<file path="src/rtl/mtx_pkg.sv">
package mtx_pkg;
    typedef enum logic [1:0] {
        ST_IDLE = 2'd0,
        ST_SEND = 2'd1,
        ST_HOLD = 2'd2
    } mtx_state_e;
endpackage

</file>
<file path="src/rtl/mtx_serial.sv">
module mtx_serial #(
    parameter int BYTE_W = 8
) (
    input  logic              clk,
    input  logic              rst_n,
    input  logic              hb_tick,
    input  logic              active,
    input  logic              load,
    input  logic [BYTE_W-1:0] load_data,
    output logic              cur_bit,
    output logic              half,
    output logic              last_half
);
    localparam int IDX_W = (BYTE_W > 1) ? $clog2(BYTE_W) : 1;
    localparam logic [IDX_W-1:0] LAST_IDX = IDX_W'(BYTE_W - 1);

    logic [BYTE_W-1:0] sreg;
    logic [IDX_W-1:0]  idx;

    always_ff @(posedge clk or negedge rst_n) begin
        if (!rst_n) begin
            sreg <= '0;
            idx  <= '0;
            half <= 1'b0;
        end else if (load) begin
            sreg <= load_data;
            idx  <= '0;
            half <= 1'b0;
        end else if (hb_tick && active) begin
            if (!half) begin
                half <= 1'b1;
            end else begin
                half <= 1'b0;
                idx  <= idx + 1'b1;
                sreg <= sreg >> 1;
            end
        end
    end

    assign cur_bit   = sreg[0];
    assign last_half = half && (idx == LAST_IDX);

    // position advances only on a tick
    p_idx_on_tick_r3: assert property (@(posedge clk) disable iff (!rst_n)
        (!hb_tick && !load) |=> $stable(idx) && $stable(half));
endmodule

</file>
<file path="src/rtl/mtx_ctrl.sv">
module mtx_ctrl
    import mtx_pkg::*;
#(
    parameter int HOLD_HB = 2
) (
    input  logic       clk,
    input  logic       rst_n,
    input  logic       hb_tick,
    input  logic       in_valid,
    input  logic       in_sof,
    input  logic       in_eof,
    input  logic       last_half,
    output logic       in_ready,
    output logic       load,
    output mtx_state_e state
);
    localparam int HC_W = (HOLD_HB > 1) ? $clog2(HOLD_HB) : 1;
    localparam logic [HC_W-1:0] HC_LAST = HC_W'(HOLD_HB - 1);

    mtx_state_e      state_nx;
    logic [HC_W-1:0] hcnt, hcnt_nx;
    logic            eof_q, eof_nx;
    logic            accept;

    // state register process
    always_ff @(posedge clk or negedge rst_n) begin
        if (!rst_n) begin
            state <= ST_IDLE;
            hcnt  <= '0;
            eof_q <= 1'b0;
        end else begin
            state <= state_nx;
            hcnt  <= hcnt_nx;
            eof_q <= eof_nx;
        end
    end

    // next-state and output process
    always_comb begin
        state_nx = state;
        hcnt_nx  = hcnt;
        eof_nx   = eof_q;
        in_ready = 1'b0;
        load     = 1'b0;
        unique case (state)
            ST_IDLE: begin
                in_ready = hb_tick;
                if (in_valid && hb_tick && in_sof) begin   // START
                    load     = 1'b1;
                    eof_nx   = in_eof;
                    state_nx = ST_SEND;
                end                                        // else DISCARD
            end
            ST_SEND: begin
                in_ready = hb_tick && last_half && !eof_q;
                if (hb_tick && last_half) begin
                    if (in_valid && !eof_q) begin          // RELOAD
                        load   = 1'b1;
                        eof_nx = in_eof;
                    end else begin                         // TAIL
                        hcnt_nx  = '0;
                        state_nx = ST_HOLD;
                    end
                end
            end
            ST_HOLD: begin
                if (hb_tick) begin
                    if (hcnt == HC_LAST) begin             // FINISH
                        state_nx = ST_IDLE;
                    end else begin
                        hcnt_nx = hcnt + 1'b1;
                    end
                end
            end
            default: state_nx = ST_IDLE;
        endcase
    end

    assign accept = in_valid && in_ready;

    p_ready_on_tick_r7: assert property (@(posedge clk) disable iff (!rst_n)
        in_ready |-> hb_tick);
    p_drop_no_sof_r8: assert property (@(posedge clk) disable iff (!rst_n)
        (state == ST_IDLE && accept && !in_sof) |=> state == ST_IDLE);
    p_starve_tail_r9: assert property (@(posedge clk) disable iff (!rst_n)
        (state == ST_SEND && hb_tick && last_half && !accept) |=> state == ST_HOLD);
    p_reload_r10: assert property (@(posedge clk) disable iff (!rst_n)
        (state == ST_SEND && accept) |=> state == ST_SEND);
endmodule

</file>
<file path="src/rtl/mtx_delay.sv">
module mtx_delay #(
    parameter int LANES = 2,
    parameter int DEPTH = 1
) (
    input  logic             clk,
    input  logic             rst_n,
    input  logic             adv,
    input  logic [LANES-1:0] din,
    output logic [LANES-1:0] dout
);
    logic [LANES-1:0] stage [DEPTH];

    genvar s;
    generate
        for (s = 0; s < DEPTH; s++) begin : g_stage
            always_ff @(posedge clk or negedge rst_n) begin
                if (!rst_n) begin
                    stage[s] <= '0;
                end else if (adv) begin
                    if (s == 0) stage[s] <= din;
                    else        stage[s] <= stage[(s > 0) ? s - 1 : 0];
                end
            end
        end
    endgenerate

    assign dout = stage[DEPTH-1];
endmodule

</file>
<file path="src/rtl/manchester_tx.sv">
module manchester_tx
    import mtx_pkg::*;
#(
    parameter int BYTE_W   = 8,
    parameter int HOLD_HB  = 2,
    parameter int DELAY_HB = 1
) (
    input  logic              clk,
    input  logic              rst_n,
    input  logic              hb_tick,
    input  logic [BYTE_W-1:0] in_data,
    input  logic              in_valid,
    input  logic              in_sof,
    input  logic              in_eof,
    output logic              in_ready,
    output logic              line_p,
    output logic              line_n,
    output logic              line_pd,
    output logic              line_nd
);
    mtx_state_e state;
    logic       load, cur_bit, half, last_half;
    logic [1:0] dly_out;

    mtx_ctrl #(.HOLD_HB(HOLD_HB)) u_ctrl (
        .clk(clk), .rst_n(rst_n), .hb_tick(hb_tick),
        .in_valid(in_valid), .in_sof(in_sof), .in_eof(in_eof),
        .last_half(last_half), .in_ready(in_ready), .load(load),
        .state(state)
    );

    mtx_serial #(.BYTE_W(BYTE_W)) u_serial (
        .clk(clk), .rst_n(rst_n), .hb_tick(hb_tick),
        .active(state == ST_SEND), .load(load), .load_data(in_data),
        .cur_bit(cur_bit), .half(half), .last_half(last_half)
    );

    // line encoding from registered state
    always_comb begin
        line_p = 1'b0;
        line_n = 1'b0;
        unique case (state)
            ST_SEND: begin
                line_p = ~(cur_bit ^ half);
                line_n = cur_bit ^ half;
            end
            ST_HOLD: begin
                line_p = 1'b1;
                line_n = 1'b0;
            end
            default: begin
                line_p = 1'b0;
                line_n = 1'b0;
            end
        endcase
    end

    mtx_delay #(.LANES(2), .DEPTH(DELAY_HB)) u_delay (
        .clk(clk), .rst_n(rst_n), .adv(hb_tick),
        .din({line_n, line_p}), .dout(dly_out)
    );
    assign line_pd = dly_out[0];
    assign line_nd = dly_out[1];

    p_no_both_high_r2: assert property (@(posedge clk) disable iff (!rst_n)
        !(line_p && line_n));
    p_line_on_tick_r3: assert property (@(posedge clk) disable iff (!rst_n)
        !hb_tick |=> $stable(line_p) && $stable(line_n));
    p_hold_level_r5: assert property (@(posedge clk) disable iff (!rst_n)
        (state == ST_SEND && hb_tick && last_half && !(in_valid && in_ready))
        |=> line_p && !line_n);
    p_idle_quiet_r6: assert property (@(posedge clk) disable iff (!rst_n)
        (state == ST_IDLE) |-> !line_p && !line_n);

    generate
        if (DELAY_HB == 1) begin : g_dly_chk
            p_delay_tap_r4: assert property (@(posedge clk) disable iff (!rst_n)
                hb_tick |=> (line_pd == $past(line_p)) && (line_nd == $past(line_n)));
        end
    endgenerate
endmodule

</file>
<file path="config.mk">
export PLATFORM = sky130hd
export DESIGN_NAME = manchester_tx
export DESIGN_NICKNAME = d
export VERILOG_FILES = /design/src/rtl/mtx_pkg.sv /design/src/rtl/mtx_serial.sv /design/src/rtl/mtx_ctrl.sv /design/src/rtl/mtx_delay.sv /design/src/rtl/manchester_tx.sv
export SDC_FILE = /design/constraint.sdc
export NUM_CORES = 1
export LEC_CHECK = 0
export BUFFER_PORTS_ARGS = -buffer_cell sky130_fd_sc_hd__buf_2
export CAP_MARGIN = 30
export CORE_MARGIN = 4
export CORE_UTILIZATION = 45
export CTS_CLUSTER_DIAMETER = 150
export DETAILED_ROUTE_END_ITERATION = 6
export PLACE_DENSITY = 0.67
export SLEW_MARGIN = 20
export SYNTH_ARGS = -nofsm -noshare
export SYNTH_HDL_FRONTEND = slang
export SYNTH_SLANG_ARGS = --single-unit
</file>
<file path="constraint.sdc">
create_clock -name clk -period 2.1 [get_ports clk]
set_input_delay 0.21 -clock clk [delete_from_list [all_inputs] [get_ports clk]]
set_output_delay 0.21 -clock clk [all_outputs]
set_load 0.005 [all_outputs]
</file>
---- Yosys cells after proc, flatten, opt, wreduce, memory -nomap -nowiden ----
Index checks and enable logic that the tools add are counted.
word-level totals
  RAM bits ................................ 0
  input port bits ......................... 14
  ROM bits ................................ 0
  flip-flop bits (word level) ............. 18
  memories ................................ 0
  output and inout bits ................... 5
  logic and storage cells ................. 68
  latch bits .............................. 0
cells by class
  eq/ne operators ......................... 9
  bitwise gates (word level) .............. 2
  add/subtract/negate cells ............... 2
  $lt $le $gt $ge ......................... 0
  multiplexer cells ....................... 31
  shifts and indexed selects .............. 0
  reductions and logical operators ........ 17
  multiply operators ...................... 0
  div/mod/pow operators ................... 0
operators by type and width
  cell                                                                     count
  8-bit two-way mux                                                        3
  1-bit two-way mux                                                        14
  2-bit two-way mux                                                        5
  1-bit case mux with 2 select lines                                       5
  3-bit two-way mux                                                        3
  2-bit inequality test, second input constant                             4
  4-bit AND reduction                                                      2
  2-bit nonzero test                                                       4
  1-bit logical AND                                                        7
  2-bit case mux with 3 select lines                                       1
  5-bit AND reduction                                                      1
  2-bit by 1-bit inequality test with 1-bit output, second input constant  2
  3-bit by 1-bit adder with 3-bit output, second input constant            1
  3-bit equality test, second input constant                               1
  2-bit by 1-bit equality test with 1-bit output, second input constant    1
  2-bit equality test, second input constant                               1
  2-bit zero test                                                          1
  2-bit AND reduction                                                      1
  1-bit adder, second input constant                                       1
  1-bit zero test                                                          1
  1-bit NOT                                                                1
  1-bit bitwise XOR                                                        1

---- Depth between registers and ports, before layout ----
  depth after elaboration ................. 7
  depth in mapped cells ................... 7

---- Hierarchy ----
A second synthesis with hierarchy kept.
unflattened totals
  cell total of the unflattened synthesis .. 106
  area total of the unflattened synthesis .. 973.4 um2
by module, submodules not included
  module         area an instance (um2)  times used  cells an instance
  mtx_serial     568.0                   1           62
  mtx_ctrl       256.5                   1           30
  manchester_tx  76.3                    1           10
  mtx_delay      72.6                    1           4

---- Worst setup path after synthesis ----
No wires, ideal clock.
  path kind ............................... reg-to-reg
  from .................................... reg u_ctrl.state[1]
  to ...................................... reg u_ctrl.state[0]
  buffers on the path ..................... 1
  period minus slack after synthesis ...... 1.523 ns
  setup slack ............................. 0.577 ns
  library setup time ...................... 0.128 ns
  cell stages (with the launch flop) ...... 7
  data arrival time ....................... 1.396 ns
  cells stage by stage .................... dfrtp_1 > inv_1 > ha_1 > buf_2 > nor2_1 > o2111ai_2 > mux2_1
on the way
  cells in the longest elaborated chain, start to end .. 3
  elaborated cells on any way between the ends .. 10
  those cells by class .................... 7 x eq/ne; 1 x mux; 2 x reduce/logical
ends and longest elaborated chain
  what                                                                                                 RTL line        text
  start: declaration                                                                                   mtx_ctrl.sv:15  output mtx_state_e state
  start signal: assignment                                                                             mtx_ctrl.sv:32  state <= state_nx;
  2-bit equality test, or another cell as far along                                                    mtx_ctrl.sv:45  unique case (state)
  2-bit by 1-bit inequality test with 1-bit output (no line) or 2-bit inequality test (tied branches)  -
  5-bit AND reduction (no line)                                                                        -
Several ways; a longest one is shown, not always the timed one.
A chain may end at the register's enable or synchronous reset.

---- Worst setup path in the final report ----
  from .................................... reg u_serial.idx[0]
  to ...................................... out in_ready
on the way
  cells in the longest elaborated chain, start to end .. 5
ends and longest elaborated chain
  what                                RTL line             text
  start: declaration                  mtx_serial.sv:18     logic [IDX_W-1:0] idx;
  start signal: assignment            mtx_serial.sv:34     idx <= idx + 1'b1;
  3-bit equality test                 mtx_serial.sv:41     assign last_half = half && (idx == LAST_IDX);
  1-bit logical AND                   mtx_serial.sv:41
  1-bit logical AND (2 in series)     mtx_ctrl.sv:55       in_ready = hb_tick && last_half && !eof_q;
  1-bit case mux with 2 select lines  mtx_ctrl.sv:45
  end: declaration                    manchester_tx.sv:15  output logic in_ready,
No other way between the ends.

==> metrics.yaml <==
yosys:
  yosysTopAreaCellShare: 0.447
  synth_fp_nets: 117
  syn_inst: 96
  netlist_area_um2: 1010
  ys_seq_elements: 18
  synthDistinctLibCells: 25
  yosys_warnings: 0
  ys_seq_area_frac: 0.447
  synth_top_cell_by_area: "dfrtp_1"
  yosys-top-cells-area: "dfrtp_1, mux2i_1, ha_1"
  avgSynthCellArea_um2: 10.5
floorplanning:
  die_width_um: 55.3
  dieHeight_um: 55.3
  die_area_um2: 3060
  num_rows: 16
  core_um2: 2040
  ioPinCount: 19
  initial_utilization: 0.493
timing:
  slew-limit-headroom: 0.716
  holdWs_ns: 0.112
  fin_crit_sh: 0.872
  hold_viol_final: 0
  tns_ns: 0
  setup_viol: 0
  layout_setup_ws_ns: 0.269
  clock.fmax_mhz: 546
  finClkSkew_ns: 0.00844
  period_needed_ns: 1.83
  tightest_slew_ns: 0.426
  rsz0062_at_grt: "false"
  slew_viol_final: 0
hold_path:
  hold_path_class: "in -> reg"
  whs_path_depth: 3
  hold_end: "u_serial.sreg[4]"
  min-delay-start: "in_data[4]"
clocking:
  ctsResizeCount: 0
  clkSinkCount: 18
  root_buffer: "clkbuf_4"
  clk_latency_ns: 0.29
  numCtsBuffers: 3
  cts_buffer_depth: 2
  cts.clk_slew.worst_paths_ns: 0.11
  htree_levels: 1
  cts_tree: "done"
critical_path:
  required_ns: 1.89
  cpPeakStageDelay_ns: 0.41
  start_kind: "flip-flop"
  crit_top_cell: "ha_1"
  worst_ep_arrival_time_ns: 1.62
  path_delay_family: "adder cells"
  path_cells: "ha_1 > ha_1 > nand2_2 > nor2_1 > a21oi_1 > nor2b_1 > buf_2"
  rr_worst_depth: 6
  r2r_end: "u_serial.sreg[7]"
  cpMaxStageDelayCell: "dfrtp_1"
  crit_type: "reg -> out"
  cp_max_fo: 4
  r2r_start: "u_ctrl.state[1]"
  cp-end-kind: "primary output"
  crit_buf_inv: 1
  r2r_slack_ns: 0.45
cells_and_area:
  layout.cells.non_filler: 144
  synthToLayoutAreaGrowth_pct: 15.9
  layout.nets: 139
  mostFrequentLayoutCells: "buf_2, dfrtp_1, nand2_1"
  final_layout_size_suffix_gt1_frac: 0.265
  final_cell_area_um2: 1170
  n_antenna_cell: 0
  finalCoreUtilization: 0.572
drt:
  postRouteAntennaNets: 0
  first_pass_iters: 4
  routed-via-count: 736
  routed_wl_um: 1840
  drt_iter0_drc: 7
  wl_per_cell_um: 12.8
  avgViaCountPerCell: 5.11
  drc_errors: 0
place:
  dp_hpwl_um: 1360
  pre_cts_ws_ns: 0.445
  place_congestion: 0.735
  place_inst: 139
  dpl_cell_area_um2: 1120
  io_buffer_count: 18
pwr:
  p_switching_mw: 0.531
  vdd_drop_max_v: 0.000691
  power.internal_mw: 0.906
  p_per_area_nw_per_um2: 1230
  p_leak_nw: 0.611
  p_sw_frac: 0.369
  seq_power_share: 0.415
  pwr-share-clk: 0.149
  total_power_mw: 1.44
  pwr-share-comb: 0.436
global_route:
  grt_pass1_vias: 748
  grt_max_degree: 21
  grt_pass1_wl_um: 3350
  antenna_found_initial: 0
  grt_usage: 0.131
  gr-total-overflow: 0
run:
  maxCapViolCount: 0
status:
  status: "finished clean"
[synthesized netlist by cell type (all sizes together)]
library cell  number
o21ai              9
xor2               2
inv                4
nand2b             1
o2111ai            1
ha                 7
nand2             12
nor2b              4
nor2               6
nand3              4
buf                5
a32o               1
mux2               4
nor3               1
mux2i              9
xnor2              1
a21oi              4
dfrtp             18
o32ai              2
a21o               1
[worst max path at each step]
stage | to | slack, ns | start | depth (start not counted)
finish | in_ready | 0.27 | u_serial.idx[0] | 7
global route | line_n | 0.15 | u_ctrl.state[1] | 5
CTS | in_ready | 0.25 | u_serial.idx[0] | 7
detailed placement | u_serial.sreg[7] | 0.45 | u_ctrl.state[1] | 6
global placement | u_ctrl.state[1] | 0.53 | u_serial.idx[0] | 6
floorplan | u_ctrl.state[0] | 0.58 | u_ctrl.state[1] | 6
[worst min-delay path: cells and delay by family]
family          cells  cell delay, ns
compound gates      1            0.05
simple gates        1            0.03
buf+inv             1            0.07
[sequential cells by signal, indices dropped and copies added (netlist names)]
signal	cells
u_ctrl.eof_q	1
u_serial.idx	3
u_ctrl.hcnt	1
u_serial.half	1
u_ctrl.state	2
u_serial.sreg	8
u_delay.dout	2
[final cells by class]
class	instances	area (um^2)
multi-input cells	69	509
clock buffers	4	36.3
inverters	4	15.0
fillers	211	875
flip-flops and latches	18	450
repair buffers	22	123
well taps	27	33.8
[power by group through the flow]
stage / logic, mW / registers (mW) / clock network [mW]
finish: 0.627 / 0.597 / 0.214
global placement: 0.603 / 0.597 / 0
floorplan: 0.475 / 0.581 / 0
CTS: 0.636 / 0.598 / 0.218
global route: 0.722 / 0.621 / 0.230
detailed placement: 0.630 / 0.606 / 0
[timing repair]
action | CTS | global route
hold endpoints to repair | 18 | 0
buffers inserted | 0 | 0
hold buffers | 1 | 0
[cell families (layout without fill, tap and decap cells)]
family | count (synthesis) | in the layout | share of synthesized area
and+or+nand+nor | 28 | 28 | 0.125
AOI/OAI and AO/OA | 18 | 18 | 0.133
DFF | 18 | 18 | 0.447
muxes | 13 | 13 | 0.134
buffers and inverters | 9 | 30 | 0.0472
adders and majority gates | 7 | 7 | 0.0870
xor gates and xnor gates | 3 | 3 | 0.0261
[per-layer routing]
metal,global-route usage,share of wire
met1,0.177,0.45
met2,0.213,0.50
met3,0.0373,0.052
met4,0.0208,0.0054
met5,0,0
(Power assumes the default switching activity.)
